<file path="src/rtl/blit_pkg.sv">
package blit_pkg;
  typedef enum logic [2:0] {
    ST_IDLE,
    ST_FETCH,
    ST_READ,
    ST_WAIT,
    ST_DRAW
  } blit_state_e;
endpackage

</file>
<file path="src/rtl/blit_ctrl.sv">
module blit_ctrl
  import blit_pkg::*;
#(
  parameter int ADDR_W  = 12,
  parameter int CODE_W  = 8,
  parameter int GLYPH_W = 8,
  parameter int GLYPH_H = 11,
  localparam int COL_W  = $clog2(GLYPH_W),
  localparam int ROW_W  = $clog2(GLYPH_H)
) (
  input  logic              clk,
  input  logic              rst_n,
  input  logic              start,
  input  logic              chr_valid,
  input  logic [CODE_W-1:0] chr_code,
  output logic              chr_ready,
  output logic              busy,
  output logic              font_rd_en,
  output logic              launch,
  output logic              capture,
  output logic              draw_en,
  output logic [ROW_W-1:0]  row_q,
  output logic [COL_W-1:0]  col_q,
  output logic [ADDR_W-1:0] chr_q,
  output logic [CODE_W-1:0] code_q
);
  blit_state_e       state_q, state_d;
  logic [ROW_W-1:0]  row_d;
  logic [COL_W-1:0]  col_d;
  logic [ADDR_W-1:0] chr_d;
  logic [CODE_W-1:0] code_d;
  logic              take;
  logic              last_col, last_row;

  assign take     = (state_q == ST_FETCH) && chr_valid;
  assign last_col = (col_q == COL_W'(GLYPH_W - 1));
  assign last_row = (row_q == ROW_W'(GLYPH_H - 1));

  // next-state logic
  always_comb begin
    state_d = state_q;
    row_d   = row_q;
    col_d   = col_q;
    chr_d   = chr_q;
    code_d  = code_q;
    unique case (state_q)
      ST_IDLE: if (start) begin
        state_d = ST_FETCH;
        chr_d   = '0;
      end
      ST_FETCH: if (take) begin
        if (chr_code == '0) begin
          state_d = ST_IDLE;
        end else begin
          state_d = ST_READ;
          code_d  = chr_code;
          row_d   = '0;
        end
      end
      ST_READ: state_d = ST_WAIT;
      ST_WAIT: begin
        state_d = ST_DRAW;
        col_d   = '0;
      end
      ST_DRAW: begin
        col_d = col_q + 1'b1;
        if (last_col) begin
          if (last_row) begin
            state_d = ST_FETCH;
            chr_d   = chr_q + 1'b1;
          end else begin
            state_d = ST_READ;
            row_d   = row_q + 1'b1;
          end
        end
      end
      default: state_d = ST_IDLE;
    endcase
  end

  // registers
  always_ff @(posedge clk or negedge rst_n) begin
    if (!rst_n) begin
      state_q <= ST_IDLE;
      row_q   <= '0;
      col_q   <= '0;
      chr_q   <= '0;
      code_q  <= '0;
    end else begin
      state_q <= state_d;
      row_q   <= row_d;
      col_q   <= col_d;
      chr_q   <= chr_d;
      if (take) code_q <= code_d;
    end
  end

  assign busy       = (state_q != ST_IDLE);
  assign chr_ready  = (state_q == ST_FETCH);
  assign font_rd_en = (state_q == ST_READ);
  assign capture    = (state_q == ST_WAIT);
  assign draw_en    = (state_q == ST_DRAW);
  assign launch     = (state_q == ST_IDLE) && start;

  // a write burst always starts two cycles after a font read
  p_read_lead_r4: assert property (@(posedge clk) disable iff (!rst_n)
    $rose(draw_en) |-> $past(font_rd_en, 2));
  // nothing is written in the cycle that follows a read
  p_read_gap_r4: assert property (@(posedge clk) disable iff (!rst_n)
    font_rd_en |=> (!draw_en && !font_rd_en));
  // a burst ends after its eighth write
  p_burst_end_r7: assert property (@(posedge clk) disable iff (!rst_n)
    (draw_en && last_col) |=> !draw_en);
  // rows are read in range
  p_row_range_r3: assert property (@(posedge clk) disable iff (!rst_n)
    font_rd_en |-> (row_q < ROW_W'(GLYPH_H)));
  // a zero code ends the run
  p_zero_stop_r8: assert property (@(posedge clk) disable iff (!rst_n)
    (chr_ready && chr_valid && chr_code == '0) |=> !busy);
  // a start during a run does not restart or stop it
  p_start_ignored_r9: assert property (@(posedge clk) disable iff (!rst_n)
    (busy && start && !(chr_ready && chr_valid && chr_code == '0)) |=> busy);
endmodule

</file>
<file path="src/rtl/blit_font_addr.sv">
module blit_font_addr #(
  parameter int CODE_W  = 8,
  parameter int FONT_AW = 12,
  parameter int GLYPH_H = 11,
  localparam int ROW_W  = $clog2(GLYPH_H)
) (
  input  logic               clk,
  input  logic               rst_n,
  input  logic               rd_en,
  input  logic [CODE_W-1:0]  code,
  input  logic [ROW_W-1:0]   row,
  output logic [FONT_AW-1:0] rd_addr
);
  logic [FONT_AW-1:0] base;

  assign base    = FONT_AW'(code) * FONT_AW'(GLYPH_H);
  assign rd_addr = base + FONT_AW'(row);

  // consecutive reads within a glyph advance by one row
  p_row_step_r3: assert property (@(posedge clk) disable iff (!rst_n)
    (rd_en && row != '0 && $past(code) == code && $past(rd_en, 10))
      |-> rd_addr == $past(rd_addr, 10) + 1'b1);
endmodule

</file>
<file path="src/rtl/blit_pixel_addr.sv">
module blit_pixel_addr #(
  parameter int ADDR_W      = 12,
  parameter int GLYPH_W     = 8,
  parameter int GLYPH_H     = 11,
  parameter int STRIDE_LOG2 = 6,
  localparam int COL_W      = $clog2(GLYPH_W),
  localparam int ROW_W      = $clog2(GLYPH_H)
) (
  input  logic              clk,
  input  logic              rst_n,
  input  logic              launch,
  input  logic              draw_en,
  input  logic [ADDR_W-1:0] org_x,
  input  logic [ADDR_W-1:0] org_y,
  input  logic [ADDR_W-1:0] chr_idx,
  input  logic [ROW_W-1:0]  row,
  input  logic [COL_W-1:0]  col,
  output logic [ADDR_W-1:0] fb_addr
);
  logic [ADDR_W-1:0] ox_q, oy_q;
  logic [ADDR_W-1:0] col_off, chr_off, line;

  always_ff @(posedge clk or negedge rst_n) begin
    if (!rst_n) begin
      ox_q <= '0;
      oy_q <= '0;
    end else if (launch) begin
      ox_q <= org_x;
      oy_q <= org_y;
    end
  end

  assign col_off = ox_q + ADDR_W'(col);
  assign chr_off = chr_idx << COL_W;
  assign line    = (oy_q + ADDR_W'(row)) << STRIDE_LOG2;
  assign fb_addr = col_off + chr_off + line;

  // within a burst the address advances by one, wrapping at 12 bits
  p_addr_step_r6: assert property (@(posedge clk) disable iff (!rst_n)
    (draw_en && $past(draw_en)) |-> fb_addr == $past(fb_addr) + 1'b1);
  // the origin is held for the whole run
  p_origin_hold_r11: assert property (@(posedge clk) disable iff (!rst_n)
    !launch |=> ($stable(ox_q) && $stable(oy_q)));
endmodule

</file>
<file path="src/rtl/blit_row_shift.sv">
module blit_row_shift #(
  parameter int COLOR_W = 16,
  parameter int GLYPH_W = 8
) (
  input  logic               clk,
  input  logic               rst_n,
  input  logic               launch,
  input  logic               capture,
  input  logic               draw_en,
  input  logic [COLOR_W-1:0] fg_color,
  input  logic [COLOR_W-1:0] bg_color,
  input  logic [GLYPH_W-1:0] row_byte,
  output logic [COLOR_W-1:0] pix_data
);
  logic [COLOR_W-1:0] fg_q, bg_q;
  logic [GLYPH_W-1:0] sh_q, sh_d;

  always_ff @(posedge clk or negedge rst_n) begin
    if (!rst_n) begin
      fg_q <= '0;
      bg_q <= '0;
    end else if (launch) begin
      fg_q <= fg_color;
      bg_q <= bg_color;
    end
  end

  always_comb begin
    sh_d = sh_q;
    if (capture)      sh_d = row_byte;
    else if (draw_en) sh_d = {sh_q[GLYPH_W-2:0], 1'b0};
  end

  always_ff @(posedge clk or negedge rst_n) begin
    if (!rst_n) sh_q <= '0;
    else if (capture || draw_en) sh_q <= sh_d;
  end

  assign pix_data = sh_q[GLYPH_W-1] ? fg_q : bg_q;

  // colours only change when a start is accepted
  p_color_hold_r11: assert property (@(posedge clk) disable iff (!rst_n)
    !launch |=> ($stable(fg_q) && $stable(bg_q)));
  // the shifter is refilled only between bursts
  p_load_gap_r5: assert property (@(posedge clk) disable iff (!rst_n)
    capture |=> draw_en);
endmodule

</file>
<file path="src/rtl/glyph_blitter.sv">
module glyph_blitter #(
  parameter int ADDR_W      = 12,
  parameter int FONT_AW     = 12,
  parameter int CODE_W      = 8,
  parameter int COLOR_W     = 16,
  parameter int GLYPH_W     = 8,
  parameter int GLYPH_H     = 11,
  parameter int STRIDE_LOG2 = 6
) (
  input  logic               clk,
  input  logic               rst_n,
  input  logic               start,
  input  logic [ADDR_W-1:0]  org_x,
  input  logic [ADDR_W-1:0]  org_y,
  input  logic [COLOR_W-1:0] fg_color,
  input  logic [COLOR_W-1:0] bg_color,
  input  logic               chr_valid,
  input  logic [CODE_W-1:0]  chr_code,
  output logic               chr_ready,
  output logic               busy,
  output logic               font_rd_en,
  output logic [FONT_AW-1:0] font_rd_addr,
  input  logic [GLYPH_W-1:0] font_rd_data,
  output logic               fb_we,
  output logic [ADDR_W-1:0]  fb_addr,
  output logic [COLOR_W-1:0] fb_data
);
  localparam int COL_W = $clog2(GLYPH_W);
  localparam int ROW_W = $clog2(GLYPH_H);

  logic [1:0]        rst_sync_q;
  logic              rst_ni;
  logic              launch, capture, draw_en;
  logic [ROW_W-1:0]  row;
  logic [COL_W-1:0]  col;
  logic [ADDR_W-1:0] chr_idx;
  logic [CODE_W-1:0] code;

  // asynchronous assert, synchronous release
  always_ff @(posedge clk or negedge rst_n) begin
    if (!rst_n) rst_sync_q <= 2'b00;
    else        rst_sync_q <= {rst_sync_q[0], 1'b1};
  end
  assign rst_ni = rst_sync_q[1];

  blit_ctrl #(
    .ADDR_W(ADDR_W), .CODE_W(CODE_W), .GLYPH_W(GLYPH_W), .GLYPH_H(GLYPH_H)
  ) u_ctrl (
    .clk(clk), .rst_n(rst_ni), .start(start), .chr_valid(chr_valid),
    .chr_code(chr_code), .chr_ready(chr_ready), .busy(busy),
    .font_rd_en(font_rd_en), .launch(launch), .capture(capture),
    .draw_en(draw_en), .row_q(row), .col_q(col), .chr_q(chr_idx),
    .code_q(code)
  );

  blit_font_addr #(
    .CODE_W(CODE_W), .FONT_AW(FONT_AW), .GLYPH_H(GLYPH_H)
  ) u_font_addr (
    .clk(clk), .rst_n(rst_ni), .rd_en(font_rd_en), .code(code), .row(row),
    .rd_addr(font_rd_addr)
  );

  blit_pixel_addr #(
    .ADDR_W(ADDR_W), .GLYPH_W(GLYPH_W), .GLYPH_H(GLYPH_H),
    .STRIDE_LOG2(STRIDE_LOG2)
  ) u_pixel_addr (
    .clk(clk), .rst_n(rst_ni), .launch(launch), .draw_en(draw_en),
    .org_x(org_x), .org_y(org_y), .chr_idx(chr_idx), .row(row), .col(col),
    .fb_addr(fb_addr)
  );

  blit_row_shift #(
    .COLOR_W(COLOR_W), .GLYPH_W(GLYPH_W)
  ) u_row_shift (
    .clk(clk), .rst_n(rst_ni), .launch(launch), .capture(capture),
    .draw_en(draw_en), .fg_color(fg_color), .bg_color(bg_color),
    .row_byte(font_rd_data), .pix_data(fb_data)
  );

  assign fb_we = draw_en;

  // writes only happen inside a run
  p_write_in_run_r7: assert property (@(posedge clk) disable iff (!rst_ni)
    fb_we |-> busy);
  // nothing is issued while idle
  p_idle_quiet_r1: assert property (@(posedge clk) disable iff (!rst_ni)
    !busy |-> (!fb_we && !font_rd_en && !chr_ready));
endmodule

</file>
<file path="config.mk">
export PLATFORM = sky130hd
export DESIGN_NAME = glyph_blitter
export DESIGN_NICKNAME = d
export VERILOG_FILES = /design/src/rtl/blit_pkg.sv /design/src/rtl/blit_ctrl.sv /design/src/rtl/blit_font_addr.sv /design/src/rtl/blit_pixel_addr.sv /design/src/rtl/blit_row_shift.sv /design/src/rtl/glyph_blitter.sv
export SDC_FILE = /design/constraint.sdc
export NUM_CORES = 1
export LEC_CHECK = 0
export ABC_AREA = 1
export ABC_CLOCK_PERIOD_IN_PS = 8920
export BUFFER_PORTS_ARGS = -buffer_cell sky130_fd_sc_hd__buf_2
export CORE_MARGIN = 2
export CORE_UTILIZATION = 33
export CTS_CLUSTER_SIZE = 24
export DETAILED_ROUTE_END_ITERATION = 16
export PLACE_DENSITY = 0.59
export SLEW_MARGIN = 30
export SYNTH_ARGS = -nofsm -noshare
export SYNTH_HDL_FRONTEND = slang
export SYNTH_SLANG_ARGS = --single-unit
</file>
<file path="constraint.sdc">
create_clock -name clk -period 8.92 [get_ports clk]
set_input_delay 0.892 -clock clk [delete_from_list [all_inputs] [get_ports clk]]
set_output_delay 0.892 -clock clk [all_outputs]
set_load 0.02 [all_outputs]
</file>
# After elaboration in Yosys (flattened, before gate mapping)
# Index checks and enable logic that the tools add are counted.
[word_totals] ff_bits=90 input_bits=76 out_inout_bits=44 elab_cells=66
[classes] add_sub_neg=8 mul=1 eq_ne=12 mux=19 n_bitwise=1 n_reduce_logical=14
[ops] op="2-to-1 mux 12 bit" count=3
[ops] op="adder 12 bit" count=2
[ops] op="case mux 12 bit (2 select lines)" count=1
[ops] op="2-to-1 mux 16 bit" count=1
[ops] op="2-to-1 mux 4 bit" count=4
[ops] op="2-to-1 mux 8 bit" count=2
[ops] op="case mux 3 bit (5 select lines)" count=1
[ops] op="adder 12 x 1 -> 12 bit, second input constant" count=1
[ops] op="adder 12 x 3 -> 12 bit" count=1
[ops] op="adder 12 x 4 -> 12 bit" count=1
[ops] op="multiplier 8 x 4 -> 12 bit, second input constant" count=1
[ops] op="2-to-1 mux 3 bit" count=3
[ops] op="zero test 8 bit" count=1
[ops] op="case mux 4 bit (2 select lines)" count=1
[ops] op="adder 6 x 4 -> 6 bit" count=1
[ops] op="== test 3 x 2 -> 1 bit, second input constant" count=2
[ops] op="== test 3 bit, second input constant" count=2
[ops] op="!= test 2 x 1 -> 1 bit, second input constant" count=3
[ops] op="!= test 2 bit, second input constant" count=3
[ops] op="case mux 3 bit (2 select lines)" count=1
[ops] op="AND reduction 3 bit" count=2
[ops] op="nonzero test 2 bit" count=3
[ops] op="AND reduction 5 bit" count=1
[ops] op="adder 4 x 1 -> 4 bit, second input constant" count=1
[ops] op="other kinds (11)" count=13

# Longest topological paths before layout
[depth] word_depth=4 depth_mapped=16 mapped_depth_nobuf=16

# Cells and area by module
# Synthesis repeated with hierarchy kept, for this count alone.
[unflattened] hier_cells=773 area_unflattened_um2=6276.0
[by_module_without_submodules] mod="blit_row_shift" n_inst=1 cells_per_inst=213 area_each_um2=1924.3 seq_area_each_um2=1001.0
[by_module_without_submodules] mod="blit_ctrl" n_inst=1 cells_per_inst=230 area_each_um2=1745.4 seq_area_each_um2=750.7
[by_module_without_submodules] mod="blit_pixel_addr" n_inst=1 cells_per_inst=196 area_each_um2=1622.8 seq_area_each_um2=450.4
[by_module_without_submodules] mod="blit_font_addr" n_inst=1 cells_per_inst=131 area_each_um2=929.6 seq_area_each_um2=0.0
[by_module_without_submodules] mod="glyph_blitter" n_inst=1 cells_per_inst=3 area_each_um2=53.8 seq_area_each_um2=50.0

# Worst setup path before layout
# Ideal clock, no wire load.
[synth_timing] kind="register to output" startpoint="reg u_ctrl.row_q[0]" endpoint="out fb_addr[11]" t_arrival_ps=2824 t_required_ps=8028 slack_ps=5204 path_stages_with_launch=16 path_buffers=0 path_cell_list="dfrtp_1 -> ha_1 -> inv_1 -> fa_1 -> o21ai_0 -> xor2_1 -> fa_1 -> inv_1 -> ha_1 -> nand2_1 -> inv_1 -> a21oi_1 -> nand2_1 -> nor2_1 -> nand3_1 -> nand2_1"
[synth_via] elab_chain_len=2
[synth_rtl] element="start, declared" line="blit_ctrl.sv:22" text="output logic [ROW_W-1:0] row_q,"
[synth_rtl] element="start signal, assigned" line="blit_ctrl.sv:91" text="row_q <= row_d;"
[synth_rtl] element="adder 6 x 4 -> 6 bit" line="blit_pixel_addr.sv:35" text="assign line = (oy_q + ADDR_W'(row)) << STRIDE_LOG2;"
[synth_rtl] element="adder 12 bit" line="blit_pixel_addr.sv:36" text="assign fb_addr = col_off + chr_off + line;"
[synth_rtl] element="end, declared" line="glyph_blitter.sv:25" text="output logic [ADDR_W-1:0] fb_addr,"
# No other way between the ends.

# Worst setup path in the final report
# Ends and elaborated chain as after synthesis.

==> reports/metrics.yaml <==
grt-ovfl-total: 0
crit_family: "adder cells"
layout-drive-gt1-share: 0.205
syn_inst: 712
antenna_found_initial: 1
rsz0062_at_grt: "no"
finalCriticalPeriod_ns: 4.42
fin_skew_ns: 0.00575
clockBufferDepth: 2
maxCapViolations: 0
die_area_um2: 18800
grt_pass1_vias: 4676
final_area_um2: 6890
core_um2: 17300
worstSetupStartpointType: "flip-flop"
yosysUniqueCellTypes: 36
clock_latency_ns: 0.33
min_path_type: "reg2async"
outcome: "finished clean"
avgRoutedWirePerCell_um: 12.1
dr.pass1.iters: 4
grt_pass1_wl_mm: 21.6
arrival_ns: 3.53
finalSetupViolations: 0
cts_buffers: 9
ctsResizeCount: 0
fp.dieH_um: 137
startpoint: "u_ctrl.row_q[0]"
die-width_um: 137
synthesis.nets: 857
final_max_slew_viol_count: 0
critPathBufInv: 4
initial_core_util: 0.338
syn_area_per_cell_um2: 8.20
cts.reportedPaths.clkPinSlew_ns: 0.06
crit_fanout: 8
whs_ns: 0.309
area_growth_pct: 17.9
rows: 48
cp_slowest_cell: "dfrtp_1"
grt_usage: 0.144
critPathMaxStageDelay_ns: 0.51
finalSetupTns_ns: 0
criticalPathCategory: "reg2out"
grt_max_degree: 75
cts_root_buf: "clkbuf_16"
yosysSeqAreaShare: 0.373
drt-initial-drc-count: 174
place_congestion: 0.792
port_buffers: 113
hpwl_mm: 9.95
cts_hold_buf: 0
num_vias: 4775
antenna_cells: 0
r2r-start: "u_ctrl.state_q[0]"
via_per_inst: 4.54
yosysWarningCount: 0
drc: 0
fill_cells: 1812
placed_area_um2: 6610
fmax_mhz: 226
worst_pin_slew_ns: 0.915
max_slew_margin: 0.390
hold_violations: 0
crit_path_end_kind: "output port"
worstPathRequired_ns: 8.03
ys_seq_elements: 87
wl_mm: 12.7
htree_levels: 3
pin_count: 120
layout.nets: 966
ant_nets: 0
clock_sinks: 87
post_cts_buffers: 0
cts_tree: "done"
synth.cell_area_um2: 5840
finalCritPeriodShare: 0.496
cp_cell_sequence: "ha_1 > inv_1 > fa_1 > o21ai_0 > xor2_1 > fa_1 > inv_1 > ha_1 > nand2_1 > inv_1 > a21oi_1 > nand2_1 > nor2_1 > nand3_1 > nand2_1 > buf_2"
==> cells in the mapped netlist, drive strengths merged <==
cell type  count  area, µm²
mux2          26        293
o22ai          4       25.0
buf           13       86.3
clkbuf         4       15.0
xor2          19        166
nand4         11       68.8
a21boi         1       7.51
conb           1       3.75
a21o           1       7.51
nor2          41        161
o221ai         2       17.5
ha            55        688
a22o           2       17.5
nor3           3       15.0
fa            14        280
o21a           1       7.51
o21ai         57        289
inv          118        443
nand2        185        714
xnor2          2       17.5
o211ai         1       7.51
nand3         37        185
or2            2       12.5
o21bai         4       30.0
dfrtp         87       2180
a21oi         21        105
==> logic make-up after synthesis <==
family | Yosys count | share of synthesized area
muxes | 26 | 0.0501
adders and majority gates | 69 | 0.166
xor gates and xnor gates | 21 | 0.0315
other | 1 | 0.000642
AOI/OAI and AO/OA | 94 | 0.0880
buffers and inverters | 135 | 0.0932
and+or+nand+nor | 279 | 0.198
DFF | 87 | 0.373
==> metrics by stage <==
step                      cells  worst slack [ns]  utilization
after global routing       1051              4.09        0.398
after floorplan             712              5.20            -
after detailed placement   1035              4.83        0.382
after CTS                  1051              4.45        0.398
after global placement     1035              4.83        0.382
final                      1051              4.50        0.398
==> cell usage in the layout (no fill, tap or decap), drive strengths merged, types with 3 or more instances in the layout <==
master,Yosys,routed
clkinv,0,5
a21oi,21,21
o21bai,4,4
o22ai,4,4
dfrtp,87,87
inv,118,119
nand4,11,11
fa,14,14
buf,13,115
nor3,3,3
nor2,41,41
nand3,37,37
ha,55,55
nand2,185,185
mux2,26,26
clkbuf,4,9
o21ai,57,57
xor2,19,19
==> state kept, by name (all words and copies together) (netlist names) <==
name and count:
u_pixel_addr.ox_q 12, u_row_shift.bg_q 16, rst_sync_q 2, u_ctrl.code_q 8, u_row_shift.fg_q 16, u_pixel_addr.oy_q 6
u_ctrl.chr_q 9, u_ctrl.state_q 3, u_row_shift.sh_q 8, u_ctrl.col_q 3, u_ctrl.row_q 4
==> worst paths after layout <==
check | endpoint | slack [ns] | cells past startpoint
worst min-delay path | u_row_shift.sh_q[0] | 0.31 | 0
worst max register to register | u_ctrl.chr_q[4] | 6.78 | 10
max in group asynchronous | u_ctrl.chr_q[7] | 7.59 | 1
min in group clk | rst_sync_q[1] | 0.35 | 0
worst min register to register | u_row_shift.sh_q[0] | 0.31 | 0
worst max-delay path | fb_addr[11] | 4.50 | 16
==> worst register-to-register path, delay by kind of cell, from the launching register on <==
kind / cells / cell delay (ns)
flip-flops: 1 / 0.42
AND/OR/NAND/NOR: 6 / 0.89
buffers and inverters: 3 / 0.63
AO/OA/AOI/OAI: 1 / 0.09
==> per-layer routing <==
metal	wire length [µm]	GRT usage	share of wire
met5	11	0	0.00086
met4	112	0.0309	0.0088
met3	792	0.0448	0.062
met2	5860	0.241	0.46
met1	5970	0.182	0.47
==> layout make-up <==
class                      instances  area, µm²  area share
multi-input combinational        490       3130       0.454
sequential                        87       2180       0.317
timing repair buffer             115        581      0.0843
inverter                         118        443      0.0643
tap                              225        282      0.0409
clock buffer                       9        225      0.0327
clock inverter                     7       48.8     0.00709
Power is left out: the tool's default activity adds up to more than one toggle a clock period on the data nets, which glitch-free logic cannot reach.
